<file path="src/rtl/ivt_pkg.sv">
package ivt_pkg;
  localparam int BYTE_W = 8;
  localparam int CNT_W  = 2 * BYTE_W;
  localparam int NDIG   = CNT_W / 4;

  typedef enum logic [1:0] {
    ACC_LATCH = 2'b00,
    ACC_LO    = 2'b01,
    ACC_HI    = 2'b10,
    ACC_LOHI  = 2'b11
  } acc_e;

  typedef enum logic [1:0] {
    MD_TERM = 2'd0,
    MD_RATE = 2'd1,
    MD_SQW  = 2'd2
  } mode_e;

  function automatic mode_e decode_mode(input logic [2:0] code);
    case (code)
      3'd2, 3'd6: decode_mode = MD_RATE;
      3'd3, 3'd7: decode_mode = MD_SQW;
      default:    decode_mode = MD_TERM;
    endcase
  endfunction

  function automatic logic bcd_ok(input logic [CNT_W-1:0] v);
    bcd_ok = 1'b1;
    for (int d = 0; d < NDIG; d++)
      if (v[4*d +: 4] > 4'd9) bcd_ok = 1'b0;
  endfunction
endpackage

</file>
<file path="src/rtl/ivt_decr.sv">
module ivt_decr #(
  parameter int W    = 16,
  parameter int STEP = 1
) (
  input  logic [W-1:0] val,
  input  logic         bcd,
  output logic [W-1:0] dec
);
  localparam int NDIG = W / 4;

  logic [W-1:0]    bin_dec;
  logic [W-1:0]    bcd_dec;
  logic [NDIG-1:0] brw;

  assign bin_dec = val - W'(STEP);
  assign brw[0]  = 1'b0;

  generate
    for (genvar d = 0; d < NDIG; d++) begin : g_dig
      logic [4:0] sub;
      logic [4:0] raw;
      assign sub = (d == 0) ? 5'(STEP) : 5'd0;
      assign raw = {1'b0, val[4*d +: 4]} - sub - {4'd0, brw[d]};
      assign bcd_dec[4*d +: 4] = raw[4] ? 4'(raw + 5'd10) : raw[3:0];
      if (d < NDIG - 1) begin : g_brw
        assign brw[d+1] = raw[4];
      end
    end
  endgenerate

  assign dec = bcd ? bcd_dec : bin_dec;
endmodule

</file>
<file path="src/rtl/ivt_channel.sv">
module ivt_channel
  import ivt_pkg::*;
(
  input  logic              clk,
  input  logic              rst_n,
  input  logic              ctrl_we,
  input  logic              latch_cmd,
  input  logic [5:0]        ctrl_data,
  input  logic              wr_we,
  input  logic [BYTE_W-1:0] wr_data,
  input  logic              rd_re,
  input  logic              cnt_en,
  input  logic              gate,
  output logic [BYTE_W-1:0] rd_byte,
  output logic              tmr_out
);
  acc_e              acc_q, acc_d;
  mode_e             mode_q, mode_d;
  logic              bcd_q, bcd_d;
  logic [CNT_W-1:0]  reload_q, reload_d, count_q, count_d, snap_q, snap_d;
  logic [BYTE_W-1:0] lo_hold_q, lo_hold_d;
  logic              wr_ptr_q, wr_ptr_d, rd_ptr_q, rd_ptr_d;
  logic              latched_q, latched_d, running_q, running_d;
  logic              pend_q, pend_d, out_q, out_d;
  logic              tick, wr_done;
  logic [CNT_W-1:0]  dec1, dec2, rd_src;

  ivt_decr #(.W(CNT_W), .STEP(1)) u_dec1 (.val(count_q), .bcd(bcd_q), .dec(dec1));
  ivt_decr #(.W(CNT_W), .STEP(2)) u_dec2 (.val(count_q), .bcd(bcd_q), .dec(dec2));

  assign tick = cnt_en & gate;

  always_comb begin
    acc_d = acc_q;  mode_d = mode_q;  bcd_d = bcd_q;
    reload_d = reload_q;  count_d = count_q;  snap_d = snap_q;
    lo_hold_d = lo_hold_q;  wr_ptr_d = wr_ptr_q;  rd_ptr_d = rd_ptr_q;
    latched_d = latched_q;  running_d = running_q;
    pend_d = pend_q;  out_d = out_q;  wr_done = 1'b0;
    if (ctrl_we) begin
      acc_d     = acc_e'(ctrl_data[5:4]);
      mode_d    = decode_mode(ctrl_data[3:1]);
      bcd_d     = ctrl_data[0];
      wr_ptr_d  = 1'b0;
      rd_ptr_d  = 1'b0;
      latched_d = 1'b0;
      running_d = 1'b0;
      pend_d    = 1'b0;
      out_d     = (decode_mode(ctrl_data[3:1]) != MD_TERM);
    end else begin
      if (latch_cmd && !latched_q) begin
        latched_d = 1'b1;
        snap_d    = count_q;
      end
      if (wr_we) begin
        case (acc_q)
          ACC_LO: begin reload_d = {{BYTE_W{1'b0}}, wr_data}; wr_done = 1'b1; end
          ACC_HI: begin reload_d = {wr_data, {BYTE_W{1'b0}}}; wr_done = 1'b1; end
          ACC_LOHI: begin
            if (!wr_ptr_q) begin
              lo_hold_d = wr_data;
              wr_ptr_d  = 1'b1;
            end else begin
              reload_d = {wr_data, lo_hold_q};
              wr_ptr_d = 1'b0;
              wr_done  = 1'b1;
            end
          end
          default: ;
        endcase
      end
      if (rd_re) begin
        if (acc_q == ACC_LOHI) rd_ptr_d = ~rd_ptr_q;
        if (latched_q && (acc_q != ACC_LOHI || rd_ptr_q)) latched_d = 1'b0;
      end
      if (tick) begin
        if (pend_q) begin
          count_d   = reload_q;
          running_d = 1'b1;
          pend_d    = 1'b0;
          out_d     = (mode_q != MD_TERM);
        end else if (running_q) begin
          case (mode_q)
            MD_RATE: begin
              if (count_q == CNT_W'(1)) begin
                count_d = reload_q;
                out_d   = 1'b1;
              end else begin
                count_d = dec1;
                out_d   = (dec1 != CNT_W'(1));
              end
            end
            MD_SQW: begin
              if (count_q == CNT_W'(1) || count_q == CNT_W'(2)) begin
                out_d   = ~out_q;
                count_d = out_q ? {reload_q[CNT_W-1:1], 1'b0} : reload_q;
              end else begin
                count_d = dec2;
              end
            end
            default: begin
              count_d = dec1;
              if (dec1 == '0) out_d = 1'b1;
            end
          endcase
        end
      end
      if (wr_done && (mode_q == MD_TERM || !running_q)) begin
        pend_d = 1'b1;
        if (mode_q == MD_TERM) out_d = 1'b0;
      end
    end
  end

  always_ff @(posedge clk or negedge rst_n) begin
    if (!rst_n) begin
      acc_q <= ACC_LO;  mode_q <= MD_TERM;  bcd_q <= 1'b0;
      reload_q <= '0;  count_q <= '0;  snap_q <= '0;  lo_hold_q <= '0;
      wr_ptr_q <= 1'b0;  rd_ptr_q <= 1'b0;  latched_q <= 1'b0;
      running_q <= 1'b0;  pend_q <= 1'b0;  out_q <= 1'b0;
    end else begin
      acc_q <= acc_d;  mode_q <= mode_d;  bcd_q <= bcd_d;
      reload_q <= reload_d;  count_q <= count_d;  snap_q <= snap_d;  lo_hold_q <= lo_hold_d;
      wr_ptr_q <= wr_ptr_d;  rd_ptr_q <= rd_ptr_d;  latched_q <= latched_d;
      running_q <= running_d;  pend_q <= pend_d;  out_q <= out_d;
    end
  end

  assign rd_src  = latched_q ? snap_q : count_q;
  assign rd_byte = (acc_q == ACC_HI || (acc_q == ACC_LOHI && rd_ptr_q))
                   ? rd_src[CNT_W-1:BYTE_W] : rd_src[BYTE_W-1:0];
  assign tmr_out = out_q;

  assert_snap_hold_R5: assert property (@(posedge clk) disable iff (!rst_n)
    latched_q && $past(latched_q) |-> $stable(snap_q));

  assert_term_rise_R7: assert property (@(posedge clk) disable iff (!rst_n)
    mode_q == MD_TERM && $rose(out_q) |-> count_q == '0);

  assert_rate_low_R8: assert property (@(posedge clk) disable iff (!rst_n)
    mode_q == MD_RATE && running_q && !pend_q && !out_q && reload_q != CNT_W'(1)
    |-> count_q == CNT_W'(1));

  assert_bcd_digits_R10: assert property (@(posedge clk) disable iff (!rst_n)
    tick && !ctrl_we && running_q && bcd_q && bcd_ok(count_q) && bcd_ok(reload_q)
    |=> bcd_ok(count_q));
endmodule

</file>
<file path="src/rtl/ivt_timer.sv">
module ivt_timer
  import ivt_pkg::*;
#(
  parameter int NUM_CH = 3
) (
  input  logic              clk,
  input  logic              rst_n,
  input  logic [1:0]        addr,
  input  logic [BYTE_W-1:0] wdata,
  input  logic              wr_en,
  input  logic              rd_en,
  output logic [BYTE_W-1:0] rdata,
  input  logic [NUM_CH-1:0] cnt_en,
  input  logic [NUM_CH-1:0] gate,
  output logic [NUM_CH-1:0] tmr_out
);
  localparam logic [1:0] CMD_ADDR = 2'd3;

  logic [1:0]        rst_sync_q;
  logic              rst_int_n;
  logic              cmd_wr;
  logic [BYTE_W-1:0] ch_byte [NUM_CH];
  logic [BYTE_W-1:0] rd_sel;
  logic [BYTE_W-1:0] rdata_q;

  always_ff @(posedge clk or negedge rst_n) begin
    if (!rst_n) rst_sync_q <= 2'b00;
    else        rst_sync_q <= {rst_sync_q[0], 1'b1};
  end
  assign rst_int_n = rst_sync_q[1];

  assign cmd_wr = wr_en && (addr == CMD_ADDR);

  generate
    for (genvar i = 0; i < NUM_CH; i++) begin : g_ch
      logic sel_hit;
      assign sel_hit = cmd_wr && (wdata[7:6] == 2'(i));
      ivt_channel u_ch (
        .clk       (clk),
        .rst_n     (rst_int_n),
        .ctrl_we   (sel_hit && (wdata[5:4] != ACC_LATCH)),
        .latch_cmd (sel_hit && (wdata[5:4] == ACC_LATCH)),
        .ctrl_data (wdata[5:0]),
        .wr_we     (wr_en && (addr == 2'(i))),
        .wr_data   (wdata),
        .rd_re     (rd_en && (addr == 2'(i))),
        .cnt_en    (cnt_en[i]),
        .gate      (gate[i]),
        .rd_byte   (ch_byte[i]),
        .tmr_out   (tmr_out[i])
      );
    end
  endgenerate

  always_comb begin
    rd_sel = '0;
    for (int i = 0; i < NUM_CH; i++)
      if (addr == 2'(i)) rd_sel = ch_byte[i];
  end

  always_ff @(posedge clk or negedge rst_int_n) begin
    if (!rst_int_n)  rdata_q <= '0;
    else if (rd_en)  rdata_q <= rd_sel;
  end
  assign rdata = rdata_q;

  assert_rdata_hold_R14: assert property (@(posedge clk) disable iff (!rst_int_n)
    !$past(rd_en) |-> $stable(rdata_q));
endmodule

</file>
<file path="config.mk">
export PLATFORM = sky130hd
export DESIGN_NAME = ivt_timer
export DESIGN_NICKNAME = d
export VERILOG_FILES = /design/src/rtl/ivt_pkg.sv /design/src/rtl/ivt_decr.sv /design/src/rtl/ivt_channel.sv /design/src/rtl/ivt_timer.sv
export SDC_FILE = /design/constraint.sdc
export NUM_CORES = 1
export LEC_CHECK = 0
export ABC_CLOCK_PERIOD_IN_PS = 8450
export CAP_MARGIN = 20
export CORE_MARGIN = 4
export CORE_UTILIZATION = 60
export DETAILED_ROUTE_END_ITERATION = 8
export DONT_BUFFER_PORTS = 1
export PLACE_DENSITY = 0.8
export SLEW_MARGIN = 15
export SYNTH_ARGS = -nofsm -noshare
export SYNTH_HDL_FRONTEND = slang
export SYNTH_SLANG_ARGS = --single-unit
</file>
<file path="constraint.sdc">
create_clock -name clk -period 8.45 [get_ports clk]
set_input_delay 0.845 -clock clk [delete_from_list [all_inputs] [get_ports clk]]
set_output_delay 0.845 -clock clk [all_outputs]
set_load 0.005 [all_outputs]
</file>
==> impl_metrics.yaml, run 1 <==
drt:
  wire_per_inst_um: 22.4
  wl_mm: 46.3
  drt_pass1_iterations: 5
  viasPerCell: 6.80
  ant_nets: 0
  drtIter0Drc: 1725
  vias: 14100
  drc_errors: 0
yosys:
  postSynthAreaPerCell_um2: 8.56
  synth_seq_cells: 211
  yosysSeqAreaShare_pct: 34.1
  synth_compound_area_share_pct: 19.2
  ys_types: 86
  synthAdderAreaFrac_pct: 7.43
  synth_nets: 1922
  synth_edf_count: 0
  synth-simple-area-share_pct: 19.6
  synth_area_um2: 15500
  synth-main-ff-cell: "dfrtp_1"
  syn_inst: 1810
  synth_top_family_by_area: "simple AND/OR/NAND/NOR gates"
  synthXorXnorAreaFrac_pct: 5.54
  muxShareOfSynthArea_pct: 8.45
  synth.yosys.warnings: 0
  async_flop_share_pct: 100
floorplanning:
  die_x_um: 169
  io_pins: 31
  fp.dieH_um: 169
  fp-row-count: 58
  die_area_um2: 28500
  core_area_um2: 25300
  start_util_pct: 61.2
setup_path:
  r2r_cells: 22
  arrival_ns: 6.04
  r2r_setup_slack_ns: 2.82
  path_class: "flop to flop"
  critPathCaptureType: "flop"
  cp-endpoint: "g_ch[1].u_ch.tmr_out$_DFF_PN0_"
  crit_path_start: "g_ch[1].u_ch.count_q[1]$_DFFE_PN0P_"
  cp.required_ns: 8.86
  crit_path_start_kind: "flop"
  timing.rr.start: "g_ch[1].u_ch.count_q[1]$_DFFE_PN0P_"
  regToRegEndpoint: "g_ch[1].u_ch.tmr_out$_DFF_PN0_"
  critPathMaxFanout: 7
place:
  routabilityCongestion: 1.01
  dp_hpwl_mm: 33.1
  port_buffers: 0
  dpl.cell_count: 2026
grt:
  grt_pass1_wl_mm: 73.5
  grt_use_total_pct: 32.1
  gr-total-overflow: 0
  grt_pass1_vias: 13200
  antenna_found_initial: 0
  grt_max_degree: 182
sta:
  rsz0062_at_grt: "false"
  finalSetupViolCount: 0
  skew_ns: 0.0272
  drv_slew: 0
  max_slew_margin_pct: 26.9
  finalCriticalPeriod_ns: 5.63
  hold_viol: 0
  fmax_mhz: 178
  finalCritPeriodShare_pct: 66.7
  worst_slew_pin_slew_ns: 1.09
  fin_setup_tns_ns: 0
final_layout:
  final_common_cell: "nand2_1"
  final_cell_mix: "236 x nand2_1, 207 x dfrtp_1, 140 x o21ai_0, 137 x nor2_1, 106 x a21oi_1"
  layout.cells.non_filler: 2071
  utilization_pct: 64.5
  num-nets-final: 1837
  area_delta_synth_final_pct: 5.39
  antenna_cells: 0
  drive_gt1_share_pct: 9.48
power_and_ir_drop:
  powerDensity_nw_per_um2: 340
  vdd_drop_max_mv: 0.250
  p_leak_nw: 7.04
clock_network:
  cts_buffer_depth: 3
  h-tree-depth: 1
  cts.clk_slew.worst_paths_ns: 0.06
  cts-root-buf: "clkbuf_16"
  cts_sinks: 211
  clk_latency_ns: 0.54
  cts_made_buffers: 24
  cts_tree: "done"
  postCtsSetupBuffers: 0
flow_run:
  drv_cap: 0
hold_path:
  hp-class: "flop to asynchronous set/reset pin"
status:
  status: "complete, no violations"
cell type report:
cell class	instances	area, um2
timing repair buffer	19	161
tap	330	413
inverter	88	330
multi-input combinational	1381	9360
sequential	211	5290
clock buffer	32	691
clock inverter	10	88.8
fill	2046	8990
routing by layer:
layer | track usage [%] | vias up | routed length [um]
met4 | 11.4 | 0 | 1780
met2 | 48.3 | 801 | 20400
met1 | 45.7 | 6824 | 19300
li1 | - | 6328 | -
met3 | 7.59 | 132 | 4820
met5 | 0 | - | 0
registers in the layout, indices dropped and copies added, names as in the netlist:
name	cells
g_ch.u_ch.acc_q	6
g_ch.u_ch.bcd_q	3
g_ch.u_ch.count_q	48
g_ch.u_ch.latched_q	3
g_ch.u_ch.lo_hold_q	24
g_ch.u_ch.mode_q	6
g_ch.u_ch.pend_q	3
g_ch.u_ch.rd_ptr_q	3
g_ch.u_ch.reload_q	48
g_ch.u_ch.running_q	3
g_ch.u_ch.snap_q	48
g_ch.u_ch.tmr_out	3
g_ch.u_ch.wr_ptr_q	3
rdata	8
rst_sync_q	2
worst min-delay path by stage:
stage               depth (start not counted)  slack, ns               startpoint                               endpoint
global placement                            0       0.27  rst_sync_q[1]$_DFF_PN0_  g_ch[0].u_ch.lo_hold_q[1]$_DFFE_PN0P_
finish                                      0       0.25  rst_sync_q[1]$_DFF_PN0_  g_ch[0].u_ch.lo_hold_q[1]$_DFFE_PN0P_
global route                                0       0.29  rst_sync_q[1]$_DFF_PN0_  g_ch[0].u_ch.lo_hold_q[1]$_DFFE_PN0P_
detailed placement                          0       0.27  rst_sync_q[1]$_DFF_PN0_  g_ch[0].u_ch.lo_hold_q[1]$_DFFE_PN0P_
floorplan                                   0       0.33  rst_sync_q[0]$_DFF_PN0_                rst_sync_q[1]$_DFF_PN0_
CTS                                         0       0.27  rst_sync_q[1]$_DFF_PN0_  g_ch[0].u_ch.lo_hold_q[1]$_DFFE_PN0P_
repair_timing:
item	in CTS	in global routing
endpoints found under the hold margin	2	0
gates resized for setup	0	0
hold buffers	1	0
kinds of logic (layout without fill, tap and decap cells):
family                   count (synthesis)  after routing
buffers and inverters                  218            149
multiplexers                            94             94
adder cells (fa/ha/maj)                 92             92
XOR/XNOR                                98             98
flip-flops                             211            211
other                                    1              1
AO/OA/AOI/OAI                          472            472
AND/OR/NAND/NOR                        624            624
where the power goes:
group	leakage (nW)	switching, mW	internal [mW]
sequential	2.68	0.619	1.35
combinational	3.98	1.50	1.08
clock	0.385	0.436	0.579
worst max-delay path, stage by stage (launching register included):
cell and delay, ns:
dfrtp_1 0.42, inv_1 0.22, ha_1 0.31, or3b_1 0.49
inv_1 0.16, ha_1 0.19, ha_1 0.27, nor3b_1 0.33
ha_1 0.25, ha_1 0.21, nor3b_1 0.32, ha_1 0.25
ha_1 0.25, xor2_1 0.10, ha_1 0.21, nand2b_1 0.15
nor2b_1 0.14, o32ai_1 0.24, a211oi_1 0.15, nor4_1 0.38
nand3_1 0.13, nor2b_1 0.15, o221a_1 0.20
stage by stage:
step | total power [mW] | worst slack (ns) | hold slack, ns | instance area, um2
after global routing | 5.92 | 2.44 | 0.290 | 16300
final | 5.56 | 2.82 | 0.255 | 16300
after floorplan | 3.74 | 2.14 | 0.331 | 15500
after global placement | 4.36 | 3.24 | 0.268 | 15500
after CTS | 5.49 | 2.89 | 0.273 | 16300
after detailed placement | 4.45 | 2.95 | 0.268 | 15500
Yosys cell counts, types with 16 or more instances:
| master | n | area (um2) |
|---|---|---|
| nand2b_1 | 26 | 163 |
| o211ai_1 | 23 | 173 |
| nand2_1 | 236 | 886 |
| o22ai_1 | 26 | 163 |
| o21ai_0 | 142 | 711 |
| xnor2_1 | 69 | 604 |
| a31oi_1 | 21 | 131 |
| nand3_1 | 52 | 260 |
| a221oi_1 | 20 | 175 |
| nor2_1 | 137 | 514 |
| ha_1 | 92 | 1150 |
| nor2b_1 | 17 | 106 |
| nor3b_1 | 16 | 120 |
| a22oi_1 | 35 | 263 |
| nor3_1 | 30 | 150 |
| nor4_1 | 16 | 100 |
| a21oi_1 | 106 | 531 |
| xor2_1 | 29 | 254 |
| mux4_2 | 24 | 541 |
| dfrtp_1 | 208 | 5200 |
| clkbuf_1 | 100 | 375 |
| inv_1 | 85 | 319 |
| mux2_2 | 55 | 619 |
No activity file was read; power rests on OpenSTA's default activity.
==> run 2, diff against run 1 <==
- ABC_AREA: not set -> 1
- ABC_CLOCK_PERIOD_IN_PS: 8450 -> 4500
- CORE_UTILIZATION: 60 -> 59
- PLACE_DENSITY: 0.8 -> 0.82
- clock period: 8.45 -> 4.5 ns (I/O delays scaled with it)
==> run 2 against run 1 <==
Effect of this change: utilization shrank 0.59 points; fmax grew 34%; via count grew 14%; critical endpoint is now g_ch[0].u_ch.tmr_out$_DFF_PN0_; highest routed layer unchanged; power grew 95%; sequential power grew 70%; clock power grew 100%; synthesized cell count grew 26%; routed wire length grew 9.7%; register-to-register slack lost 2.5 ns; worst hold slack lost 0.22 ns; sequential share of layout area shrank 1.5 points; critical path depth grew 9.
==> impl_metrics.yaml, run 2 <==
sta:
  worst_slew_pin_slew_ns: 1.11
  rsz0062_at_grt: "false"
  hold_viol: 0
  drv_slew: 0
  fmax_mhz: 237
  fin_setup_tns_ns: 0
  finalCriticalPeriod_ns: 4.21
  max_slew_margin_pct: 26.2
  skew_ns: 0.0191
  finalSetupViolCount: 0
  finalCritPeriodShare_pct: 93.6
floorplanning:
  die_area_um2: 29800
  die_x_um: 173
  start_util_pct: 59.7
  fp.dieH_um: 173
  core_area_um2: 26800
  io_pins: 31
  fp-row-count: 60
power_and_ir_drop:
  power_switching_mw: 5.27
  p_int_mw: 5.56
  pwr-share-clk_pct: 19.2
  powerDensity_nw_per_um2: 632
  power_frac_seq_pct: 30.9
  vdd_drop_max_mv: 0.438
  p_leak_nw: 7.92
  switching_share_pct: 48.6
  pwr-share-comb_pct: 50.0
yosys:
  synth_area_um2: 16000
  synth.yosys.warnings: 0
  synth_seq_cells: 211
  synth_edf_count: 0
  synth_top_area_cell: "dfrtp_1"
  synth-main-ff-cell: "dfrtp_1"
  async_flop_share_pct: 100
  syn_inst: 2274
  synth_nets: 2386
  synth.top_cells.by_count: "529 x nand2_1, 288 x o21ai_0, 252 x inv_1"
  synth_top_area_share_pct: 32.5
  yosys-top-cells-area: "dfrtp_1 33%, nand2_1 12%, o21ai_0 9.0%"
  ys_types: 55
  postSynthAreaPerCell_um2: 7.04
  yosysMostFrequentCell: "nand2_1"
  yosysSeqAreaShare_pct: 33.0
clock_network:
  cts_buffer_depth: 3
  cts-root-buf: "clkbuf_16"
  cts.clk_slew.worst_paths_ns: 0.06
  cts_made_buffers: 25
  h-tree-depth: 1
  clk_latency_ns: 0.55
  cts_sinks: 211
  cts_tree: "done"
place:
  dp_hpwl_mm: 37.6
  dpl.cell_count: 2541
  routabilityCongestion: 0.957
  port_buffers: 0
setup_path:
  crit_path_start_kind: "flop"
  crit_path_max_incr_delay_ns: 0.38
  r2r_cells: 31
  cp_top_family: "adder cells"
  cp.buffers_inverters: 4
  critPathCaptureType: "flop"
  path_class: "flop to flop"
  timing.rr.start: "g_ch[0].u_ch.count_q[0]$_DFFE_PN0P_"
  r2r_setup_slack_ns: 0.29
  cpMaxStageDelayCell: "dfrtp_1"
  arrival_ns: 4.64
  cp.required_ns: 4.93
  critPathMostFrequentCell: "nand2_1"
  critPathMaxFanout: 4
  regToRegEndpoint: "g_ch[0].u_ch.tmr_out$_DFF_PN0_"
grt:
  grt_max_degree: 128
  gr-total-overflow: 0
  grt_pass1_vias: 15100
  grt_use_total_pct: 33.0
  antenna_found_initial: 0
  grt_pass1_wl_mm: 81.3
final_layout:
  final_common_cell: "nand2_1"
  final_cell_mix: "527 x nand2_1, 288 x o21ai_0, 249 x inv_1, 206 x dfrtp_1, 157 x nand3_1"
  utilization_pct: 63.9
  antenna_cells: 0
  drive_gt1_share_pct: 9.59
  layout.cells.non_filler: 2593
  reg_top3: "g_ch.u_ch.count_q: 48 flops, g_ch.u_ch.reload_q: 48 flops, g_ch.u_ch.snap_q: 48 flops"
  area_delta_synth_final_pct: 7.01
  num-nets-final: 2345
  n_fill_cell: 2415
hold_path:
  hp-start: "wdata[2]"
  hold_depth: 2
  whs_endpoint: "g_ch[1].u_ch.tmr_out$_DFF_PN0_"
  hp-class: "input pin to flop"
drt:
  ant_nets: 0
  viasPerCell: 6.17
  drt_pass1_iterations: 8
  wire_per_inst_um: 19.6
  vias: 16000
  drc_errors: 0
  drtIter0Drc: 1663
  wl_mm: 50.8
flow_run:
  drv_cap: 0
status:
  status: "complete, no violations"
run 2: kinds of logic after synthesis:
| kind of cell | count (synthesis) | share of synthesized area [%] |
|---|---|---|
| AND/OR/NAND/NOR | 964 | 26.7 |
| AO/OA/AOI/OAI | 582 | 20.8 |
| buffers and inverters | 369 | 9.26 |
| flip-flops | 211 | 33.0 |
| adder cells (fa/ha/maj) | 92 | 7.19 |
| XOR/XNOR | 55 | 3.01 |
| other | 1 | 0.0234 |
run 2: worst reg2reg max path: cells and delay by family (launching register included):
family,cells,cell delay [ns]
AND/OR/NAND/NOR,17,1.47
AO/OA/AOI/OAI,2,0.30
adder cells (fa/ha/maj),8,1.71
flip-flops,1,0.38
buffers and inverters,4,0.21
run 2: timing repair:
| item | in CTS | in global routing |
|---|---|---|
| setup endpoints to repair | 0 | 3 |
| setup buffers | 0 | 5 |
| hold buffers | 1 | 0 |
| endpoints found under the hold margin | 2 | 0 |
| resized for setup | 0 | 24 |
run 2: layout make-up:
type                            instances  area [um2]  area share [%]
Clock buffer                           32         682            3.98
Clock inverter                         14         155           0.906
Inverter                              275        1030            6.03
Multi-Input combinational cell       1694        9330            54.5
Sequential cell                       211        5290            30.9
Tap cell                              341         427            2.49
Timing Repair Buffer                   26         210            1.23
run 2: metrics by stage:
step                      worst slack [ns]  total power [mW]  cell area (um2)  hold WS [ns]
after floorplan                      0.392              7.06            16000         0.154
after global placement               0.215              8.35            16200         0.155
after detailed placement            0.0756              8.50            16200         0.155
after CTS                           0.0443              10.6            17000        0.0234
after global routing               0.00124              11.6            17100        0.0357
final                                0.287              10.8            17100        0.0395
run 2: routing by layer:
layer  GRT usage, %  wire length, um  vias to the layer above
met2           54.3            23600                      754
met4           12.8             2420                        0
met3           4.31             3990                      166
li1               -                -                     7489
met5              0                0                        -
met1           44.8            20800                     7584
run 2: worst max-delay path by stage:
stage / start / end / slack, ns / depth (start not counted)
2_1_floorplan: g_ch[0].u_ch.count_q[0]$_DFFE_PN0P_ / g_ch[0].u_ch.tmr_out$_DFF_PN0_ / 0.39 / 31
3_3_place_gp: g_ch[0].u_ch.count_q[1]$_DFFE_PN0P_ / g_ch[0].u_ch.tmr_out$_DFF_PN0_ / 0.22 / 31
3_5_place_dp: g_ch[0].u_ch.count_q[1]$_DFFE_PN0P_ / g_ch[0].u_ch.tmr_out$_DFF_PN0_ / 0.08 / 31
4_1_cts: g_ch[0].u_ch.count_q[1]$_DFFE_PN0P_ / g_ch[0].u_ch.tmr_out$_DFF_PN0_ / 0.04 / 31
5_1_grt: g_ch[2].u_ch.count_q[0]$_DFFE_PN0P_ / g_ch[2].u_ch.tmr_out$_DFF_PN0_ / 0.001 / 31
6_report: g_ch[0].u_ch.count_q[0]$_DFFE_PN0P_ / g_ch[0].u_ch.tmr_out$_DFF_PN0_ / 0.29 / 31
run 2: power by group through the flow:
stage | registers [mW] | clock network [mW] | logic [mW]
detailed placement | 3.33 | 0 | 5.17
CTS | 3.31 | 2.10 | 5.22
global route | 3.42 | 2.18 | 6.04
floorplan | 3.02 | 0 | 4.04
global placement | 3.31 | 0 | 5.04
finish | 3.34 | 2.08 | 5.41
